**config.mk**
```make
export PLATFORM = sky130hd
export DESIGN_NAME = ppsg_top
export DESIGN_NICKNAME = d
export VERILOG_FILES = /design/src/rtl/ppsg_pkg.sv /design/src/rtl/ppsg_cfg_regs.sv /design/src/rtl/ppsg_phase_gen.sv /design/src/rtl/ppsg_top.sv
export SDC_FILE = /design/constraint.sdc
export NUM_CORES = 1
export LEC_CHECK = 0
export BUFFER_PORTS_ARGS = -buffer_cell sky130_fd_sc_hd__buf_2
export CAP_MARGIN = 0
export CORE_MARGIN = 1
export CORE_UTILIZATION = 60
export DETAILED_ROUTE_END_ITERATION = 8
export HOLD_SLACK_MARGIN = 0.15
export PLACE_DENSITY = 0.85
export SLEW_MARGIN = 20
export SYNTH_ARGS = -nofsm -noshare
export SYNTH_HDL_FRONTEND = slang
export SYNTH_SLANG_ARGS = --single-unit
```
**constraint.sdc**
```tcl
create_clock -name clk -period 6.9 [get_ports clk]
set_input_delay 1.035 -clock clk [delete_from_list [all_inputs] [get_ports clk]]
set_output_delay 1.035 -clock clk [all_outputs]
set_load 0.01 [all_outputs]
```
**src/rtl/ppsg_pkg.sv**
```systemverilog
package ppsg_pkg;

  typedef enum logic [1:0] {
    SEL_CTRL = 2'd0,
    SEL_HI   = 2'd1,
    SEL_LO   = 2'd2,
    SEL_THR  = 2'd3
  } ppsg_sel_e;

  typedef struct packed {
    logic invert;
    logic enable;
  } ppsg_ctrl_t;

endpackage

```
**src/rtl/ppsg_cfg_regs.sv**
```systemverilog
module ppsg_cfg_regs
  import ppsg_pkg::*;
#(
  parameter int unsigned TIME_W = 64
) (
  input  logic              clk,
  input  logic              rst_n,
  input  logic              wr_en,
  input  logic [1:0]        wr_sel,
  input  logic [TIME_W-1:0] wr_data,
  output ppsg_ctrl_t        ctrl,
  output logic [TIME_W-1:0] hi_len,
  output logic [TIME_W-1:0] lo_len,
  output logic              thr_wr
);

  localparam int unsigned CTRL_W = $bits(ppsg_ctrl_t);

  ppsg_sel_e         sel;
  ppsg_ctrl_t        ctrl_q, ctrl_d;
  logic [TIME_W-1:0] hi_q, hi_d, lo_q, lo_d;
  logic              ctrl_ce, hi_ce, lo_ce;

  always_comb begin
    sel     = ppsg_sel_e'(wr_sel);
    ctrl_ce = wr_en && (sel == SEL_CTRL);
    hi_ce   = wr_en && (sel == SEL_HI);
    lo_ce   = wr_en && (sel == SEL_LO);
    thr_wr  = wr_en && (sel == SEL_THR);
    ctrl_d  = ppsg_ctrl_t'(wr_data[CTRL_W-1:0]);
    hi_d    = wr_data;
    lo_d    = wr_data;
  end

  always_ff @(posedge clk or negedge rst_n) begin
    if (!rst_n) begin
      ctrl_q <= '0;
      hi_q   <= '0;
      lo_q   <= '0;
    end else begin
      if (ctrl_ce) ctrl_q <= ctrl_d;
      if (hi_ce)   hi_q   <= hi_d;
      if (lo_ce)   lo_q   <= lo_d;
    end
  end

  assign ctrl   = ctrl_q;
  assign hi_len = hi_q;
  assign lo_len = lo_q;

  AST_CTRL_HOLD: assert property (@(posedge clk) disable iff (!rst_n)
    !wr_en |=> $stable(ctrl_q) && $stable(hi_q) && $stable(lo_q));

endmodule

```
**src/rtl/ppsg_phase_gen.sv**
```systemverilog
module ppsg_phase_gen #(
  parameter int unsigned TIME_W = 64
) (
  input  logic              clk,
  input  logic              rst_n,
  input  logic              enable,
  input  logic [TIME_W-1:0] time_now,
  input  logic [TIME_W-1:0] hi_len,
  input  logic [TIME_W-1:0] lo_len,
  input  logic              thr_wr,
  input  logic [TIME_W-1:0] thr_wdata,
  output logic              level
);

  logic [TIME_W-1:0] thr_q, thr_d;
  logic              lvl_q, lvl_d;
  logic              due, fire;

  always_comb begin
    due   = (time_now >= thr_q);
    fire  = enable && due && !thr_wr;
    lvl_d = lvl_q;
    thr_d = thr_q;
    if (thr_wr) begin
      thr_d = thr_wdata;
    end else if (fire) begin
      lvl_d = !lvl_q;
      thr_d = thr_q + (lvl_q ? lo_len : hi_len);
    end
  end

  always_ff @(posedge clk or negedge rst_n) begin
    if (!rst_n) begin
      lvl_q <= 1'b0;
      thr_q <= '0;
    end else begin
      lvl_q <= lvl_d;
      thr_q <= thr_d;
    end
  end

  assign level = lvl_q;

  AST_THR_LOAD: assert property (@(posedge clk) disable iff (!rst_n)
    thr_wr |=> (thr_q == $past(thr_wdata)) && $stable(lvl_q));

  AST_FROZEN_OFF: assert property (@(posedge clk) disable iff (!rst_n)
    (!enable && !thr_wr) |=> $stable(lvl_q) && $stable(thr_q));

  AST_EDGE_FLIP: assert property (@(posedge clk) disable iff (!rst_n)
    (enable && !thr_wr && time_now >= thr_q) |=> lvl_q != $past(lvl_q));

  AST_IDLE_HOLD: assert property (@(posedge clk) disable iff (!rst_n)
    (!thr_wr && time_now < thr_q) |=> $stable(lvl_q) && $stable(thr_q));

  AST_RELOAD_SUM: assert property (@(posedge clk) disable iff (!rst_n)
    (enable && !thr_wr && time_now >= thr_q) |=>
      thr_q == $past(thr_q) + ($past(lvl_q) ? $past(lo_len) : $past(hi_len)));

endmodule

```
**src/rtl/ppsg_top.sv**
```systemverilog
module ppsg_top
  import ppsg_pkg::*;
#(
  parameter int unsigned TIME_W = 64
) (
  input  logic              clk,
  input  logic              rst_n,
  input  logic [TIME_W-1:0] time_now,
  input  logic              wr_en,
  input  logic [1:0]        wr_sel,
  input  logic [TIME_W-1:0] wr_data,
  output logic              pps_out
);

  localparam int unsigned SYNC_STAGES = 2;

  logic [SYNC_STAGES-1:0] rst_sync_q;
  logic                   rst_int_n;
  ppsg_ctrl_t             ctrl;
  logic [TIME_W-1:0]      hi_len, lo_len;
  logic                   thr_wr, level;

  always_ff @(posedge clk or negedge rst_n) begin
    if (!rst_n) rst_sync_q <= '0;
    else        rst_sync_q <= {rst_sync_q[SYNC_STAGES-2:0], 1'b1};
  end
  assign rst_int_n = rst_sync_q[SYNC_STAGES-1];

  ppsg_cfg_regs #(.TIME_W(TIME_W)) u_regs (
    .clk     (clk),
    .rst_n   (rst_int_n),
    .wr_en   (wr_en),
    .wr_sel  (wr_sel),
    .wr_data (wr_data),
    .ctrl    (ctrl),
    .hi_len  (hi_len),
    .lo_len  (lo_len),
    .thr_wr  (thr_wr)
  );

  ppsg_phase_gen #(.TIME_W(TIME_W)) u_phase (
    .clk       (clk),
    .rst_n     (rst_int_n),
    .enable    (ctrl.enable),
    .time_now  (time_now),
    .hi_len    (hi_len),
    .lo_len    (lo_len),
    .thr_wr    (thr_wr),
    .thr_wdata (wr_data),
    .level     (level)
  );

  assign pps_out = ctrl.enable ? (level ^ ctrl.invert) : ctrl.invert;

  AST_RESET_QUIET: assert property (@(posedge clk) disable iff (!rst_n)
    !rst_int_n |-> !pps_out);

endmodule

```
======== Yosys cells after proc, flatten, opt, wreduce, memory -nomap -nowiden ========
Cells that the tools add are included.
cells by class
  shifts and indexed selects .............. 0
  div/mod/pow operators ................... 0
  $mul .................................... 0
  $add $sub $neg .......................... 1
  equal/unequal tests ..................... 3
  reduce and logical (&&, ||, !) cells .... 11
  bitwise operators ....................... 2
  multiplexer cells ....................... 4
  magnitude comparators ................... 1
operator list
  kind                                                             number
  64-bit 2-to-1 mux                                                3
  64-bit adder                                                     1
  64-bit greater-or-equal comparator                               1
  1-bit logical AND                                                6
  2-bit == test, second input constant                             2
  2-bit by 1-bit == test with 1-bit output, second input constant  1
  1-bit zero test                                                  2
  2-bit zero test                                                  1
  2-bit AND reduction                                              1
  2-bit nonzero test                                               1
  1-bit 2-to-1 mux                                                 1
  1-bit NOT                                                        1
  1-bit bitwise XOR                                                1
storage, ports and cells
  memories ................................ 0
  bits of input ports ..................... 133
  output and inout port bits .............. 1
  bits in read-only memories .............. 0
  bits in registers ....................... 197
  bits in latches ......................... 0
  RAM bits ................................ 0

======== Logic depth before layout (Yosys ltp) ========
  depth after elaboration ................. 6
  depth in mapped cells ................... 15

======== Cells and area by module ========
From an unflattened synthesis, not the netlist that was laid out.
unflattened totals
  cell total of the unflattened synthesis .. 1,441
  area total of the unflattened synthesis .. 14,796.7 um^2
modules (own cells, without submodules)
  module          cells an instance  area each (um^2)  times used  sequential area each (um^2)
  ppsg_phase_gen  1,158              9,270.1           1           1,626.6
  ppsg_cfg_regs   278                5,460.2           1           3,253.1
  ppsg_top        5                  66.3              1           50.0

======== Worst setup path after synthesis ========
Ideal clock, no wire load.
  path kind ............................... reg-to-reg
  from .................................... register u_phase.lvl_q (netlist: u_phase.level)
  to ...................................... register u_phase.thr_q[52]
  arrival ................................. 3.766 ns
  slack ................................... 3.035 ns
  setup time .............................. 0.099 ns
  stages on the path, launching flop included .. 16
  cell sequence ........................... dfrtp_1 buf_1 clkbuf_1 mux2_2 ha_1 buf_4 nand4_1 or4_1 nand2_2 nor2b_2 o31ai_4 a31oi_2 a21oi_2 a21bo_1 mux2_1 a311oi_1
between the ends
  word-level cells in the longest chain between the ends .. 4
ends and longest elaborated chain
  element                   line                  RTL
  start: declaration        ppsg_phase_gen.sv:16  logic lvl_q, lvl_d;
  start signal: assignment  ppsg_phase_gen.sv:37  lvl_q <= lvl_d;
  64-bit 2-to-1 mux         ppsg_phase_gen.sv:28  thr_d = thr_q + (lvl_q ? lo_len : hi_len);
  64-bit adder              ppsg_phase_gen.sv:28
  64-bit 2-to-1 mux         ppsg_phase_gen.sv:26  end else if (fire) begin
  64-bit 2-to-1 mux         ppsg_phase_gen.sv:24  if (thr_wr) begin
  end signal: assignment    ppsg_phase_gen.sv:38  thr_q <= thr_d;
  end: declaration          ppsg_phase_gen.sv:15  logic [TIME_W-1:0] thr_q, thr_d;
No other way between the ends. The select of a mux whose other input is x is not followed.
A chain may end at the register's enable or synchronous reset.

======== Worst setup path after layout ========
  from .................................... register u_phase.lvl_q (netlist: u_phase.level)
  to ...................................... register u_phase.thr_q[62]
Same word-level chain as after synthesis.

==> flow_summary.ini <==
[grt]
grt_usage_pct = 29.09
overflow = 0
grt_start_max_net_pins = 83
grt_pass1_wl_microns = 55600
antenna_found_initial = 0
grt_pass1_vias = 11550

[place]
pre_cts_ws_ps = 2192
placedCellCount = 1829
port_buffers = 133
place_area_sq_mm = 0.01481
gp_congestion = 0.9630
dp_hpwl_microns = 24860

[cts]
cts.repair.resized = 0
clockRootBuffer = clkbuf_16
clock_latency_ps = 450
holdBufCountCts = 0
cts_tree = done
cts_buffers = 17
clock_sinks = 197
path_clk_slew_ps = 70
cts_setup_buffers = 0
h-tree-depth = 4
clock_tree.buffer_depth = 2

[route]
drtPass1Iterations = 5
drt.antenna.violating_nets = 0
vias = 11460
routed_wirelength_microns = 34040
drt_iter0_markers = 893
vias_per_cell = 6.157
post_drt_wl_per_cell_microns = 18.29
drc = 0

[critical_path]
critPathSlowestCell = dfrtp_2
rr_startpoint = u_phase.level$_DFFE_PN0P_
critPathArrivalTime_ps = 4910
start_kind = register
regToRegEndpoint = u_phase.thr_q[62]$_DFFE_PN0P_
crit_family = compound AO/OA/AOI/OAI gates
critPathMaxStageDelay_ps = 960
cp-end-kind = register
cp_cell_sequence = buf_4, mux2_2, ha_1, a21o_1, a21o_1, o41ai_4, o211ai_2, o31ai_2, o211ai_2, a311oi_1, mux2_1, nor2_1
worstPathMaxFanout = 35
reg2reg_depth = 12
worstSetupPathType = reg2reg
cp.required_ps = 7280
r2r_slack_ps = 2360
crit_cells = 12
path_buf_inv = 1

[synthesis]
syn_area_per_cell_sq_um = 9.682
async_reset_ff_share_pct = 100.0
ys_warn_count = 0
ys.flop_type = dfrtp_1
syn_area_sq_mm = 0.01398
syn-num-nets = 1705
yosysTopAreaCell = dfrtp_1
synthTopCellsByArea = dfrtp_1, mux2_2, ha_1
synthCells = 1444
yosysUniqueCellTypes = 80
synth-edff-count = 0
ys_ff_latch = 197
synth_top_area_share_pct = 35.26
yosysSeqAreaShare_pct = 35.26

[floorplan]
initial_utilization_pct = 61.38
die_w_microns = 154.7
placementRows = 55
core_area_sq_mm = 0.02278
die_h_microns = 154.7
ios = 134
die_area_sq_mm = 0.02392

[sta]
layout_setup_ws_ps = 2364
hold_viol = 0
fmax_mhz = 220.4
finalSetupViolations = 0
min_period_over_period_pct = 65.74
slew_violations = 0
slew_headroom_pct = 36.45
worst_pin_slew_ps = 953.2
rsz0062_at_grt = no
period_needed_ps = 4536
tns_ps = 0
clock_skew_ps = 14.49

[pwr]
seqPwrFrac_pct = 23.1
peakVddDrop_mv = 0.2377
switching_share_pct = 46.80
p_sw_w = 0.003656
p_int_w = 0.004156
share_comb_of_total_power_pct = 64.0
power.static_leakage_nw = 7.271
p_per_area_mw_per_mm2 = 507.5
clockPowerShare_pct = 12.9

[final_layout]
fin_area_sq_mm = 0.01539
antenna_cells = 0
layout_common_cells = dfrtp_1, mux2_2, a21oi_1, buf_2, ha_1
final_core_util_pct = 67.59
finalNonFillerCells = 1861
area_growth_pct = 10.11
drive_above_1_share_pct = 25.90
layout_commonest_cell = dfrtp_1
finish.net_count = 1796

[status]
outcome = finished, final reports clean

[run]
maxCapViolations = 0

[worst_hold_path]
holdCritPathClass = in2async
==> cells by family after synthesis <==
family          count (synthesis)  synth area share (%)
compound gates                398                 18.21
xor+xnor                       51                 3.195
fa+ha+maj                     128                 11.51
buf+inv                       149                 4.466
flops                         197                 35.26
mux                           215                 17.15
other cells                     1               0.02682
simple gates                  305                 10.18
==> layer usage <==
metal / global-route usage (%) / wire length (microns)
met2: 49.47 / 16390
met3: 4.399 / 1607
met4: 11.79 / 1064
met1: 37.18 / 14970
met5: 0 / 0
==> synthesized netlist by cell type, types with 16 or more instances <==
cell type  instances
a21o_1            48
a21oi_1          159
clkbuf_1          50
dfrtp_1          197
ha_1             127
inv_1             79
mux2_2           194
mux2i_1           19
nand2_1           70
nand3_1           23
nand4_1           22
nor2_1           119
nor3_1            16
o21ai_0           68
xnor2_1           27
xor2_1            24
==> how the worst max path moves through the flow <==
stage / startpoint / to
after detailed placement: time_now[11] / u_phase.thr_q[52]$_DFFE_PN0P_
after global placement: time_now[61] / u_phase.thr_q[56]$_DFFE_PN0P_
after CTS: u_phase.level$_DFFE_PN0P_ / u_phase.thr_q[62]$_DFFE_PN0P_
after global routing: u_phase.level$_DFFE_PN0P_ / u_phase.thr_q[62]$_DFFE_PN0P_
after floorplan: rst_sync_q[1]$_DFF_PN0_ / u_phase.level$_DFFE_PN0P_
final: u_phase.level$_DFFE_PN0P_ / u_phase.thr_q[62]$_DFFE_PN0P_
==> sequential cells by signal (all words and copies together) (netlist names) <==
name	count
u_regs.hi_len	64
u_phase.level	1
u_phase.thr_q	64
u_regs.lo_len	64
u_regs.ctrl	2
rst_sync_q	2
==> cell type report <==
| class | count | area (sq um) |
|---|---|---|
| multi-input cells | 1098 | 8439 |
| fillers | 1711 | 7383 |
| flip-flops and latches | 197 | 4935 |
| repair buffers | 142 | 749.5 |
| clock buffers | 18 | 439.2 |
| well taps | 313 | 391.6 |
| inverters | 79 | 296.5 |
| clock inverters | 14 | 143.9 |
==> power groups by stage <==
stage | Sequential (W) | Combinational (W) | Clock (W)
after CTS | 0.00179 | 0.00492 | 0.00101
after global placement | 0.00179 | 0.00471 | 0
after global routing | 0.00184 | 0.00549 | 0.00107
after detailed placement | 0.00182 | 0.00484 | 0
final | 0.00180 | 0.00500 | 0.00101
after floorplan | 0.00169 | 0.00393 | 0
==> metrics by stage <==
step | hold WS [ps] | power (W)
3_5_place_dp | 340.4 | 0.006657
6_report | 352.9 | 0.007812
3_3_place_gp | 340.7 | 0.006508
4_1_cts | 354.1 | 0.007730
5_1_grt | 347.9 | 0.008401
2_1_floorplan | 331.2 | 0.005620
No activity file was read; power rests on OpenSTA's default activity.
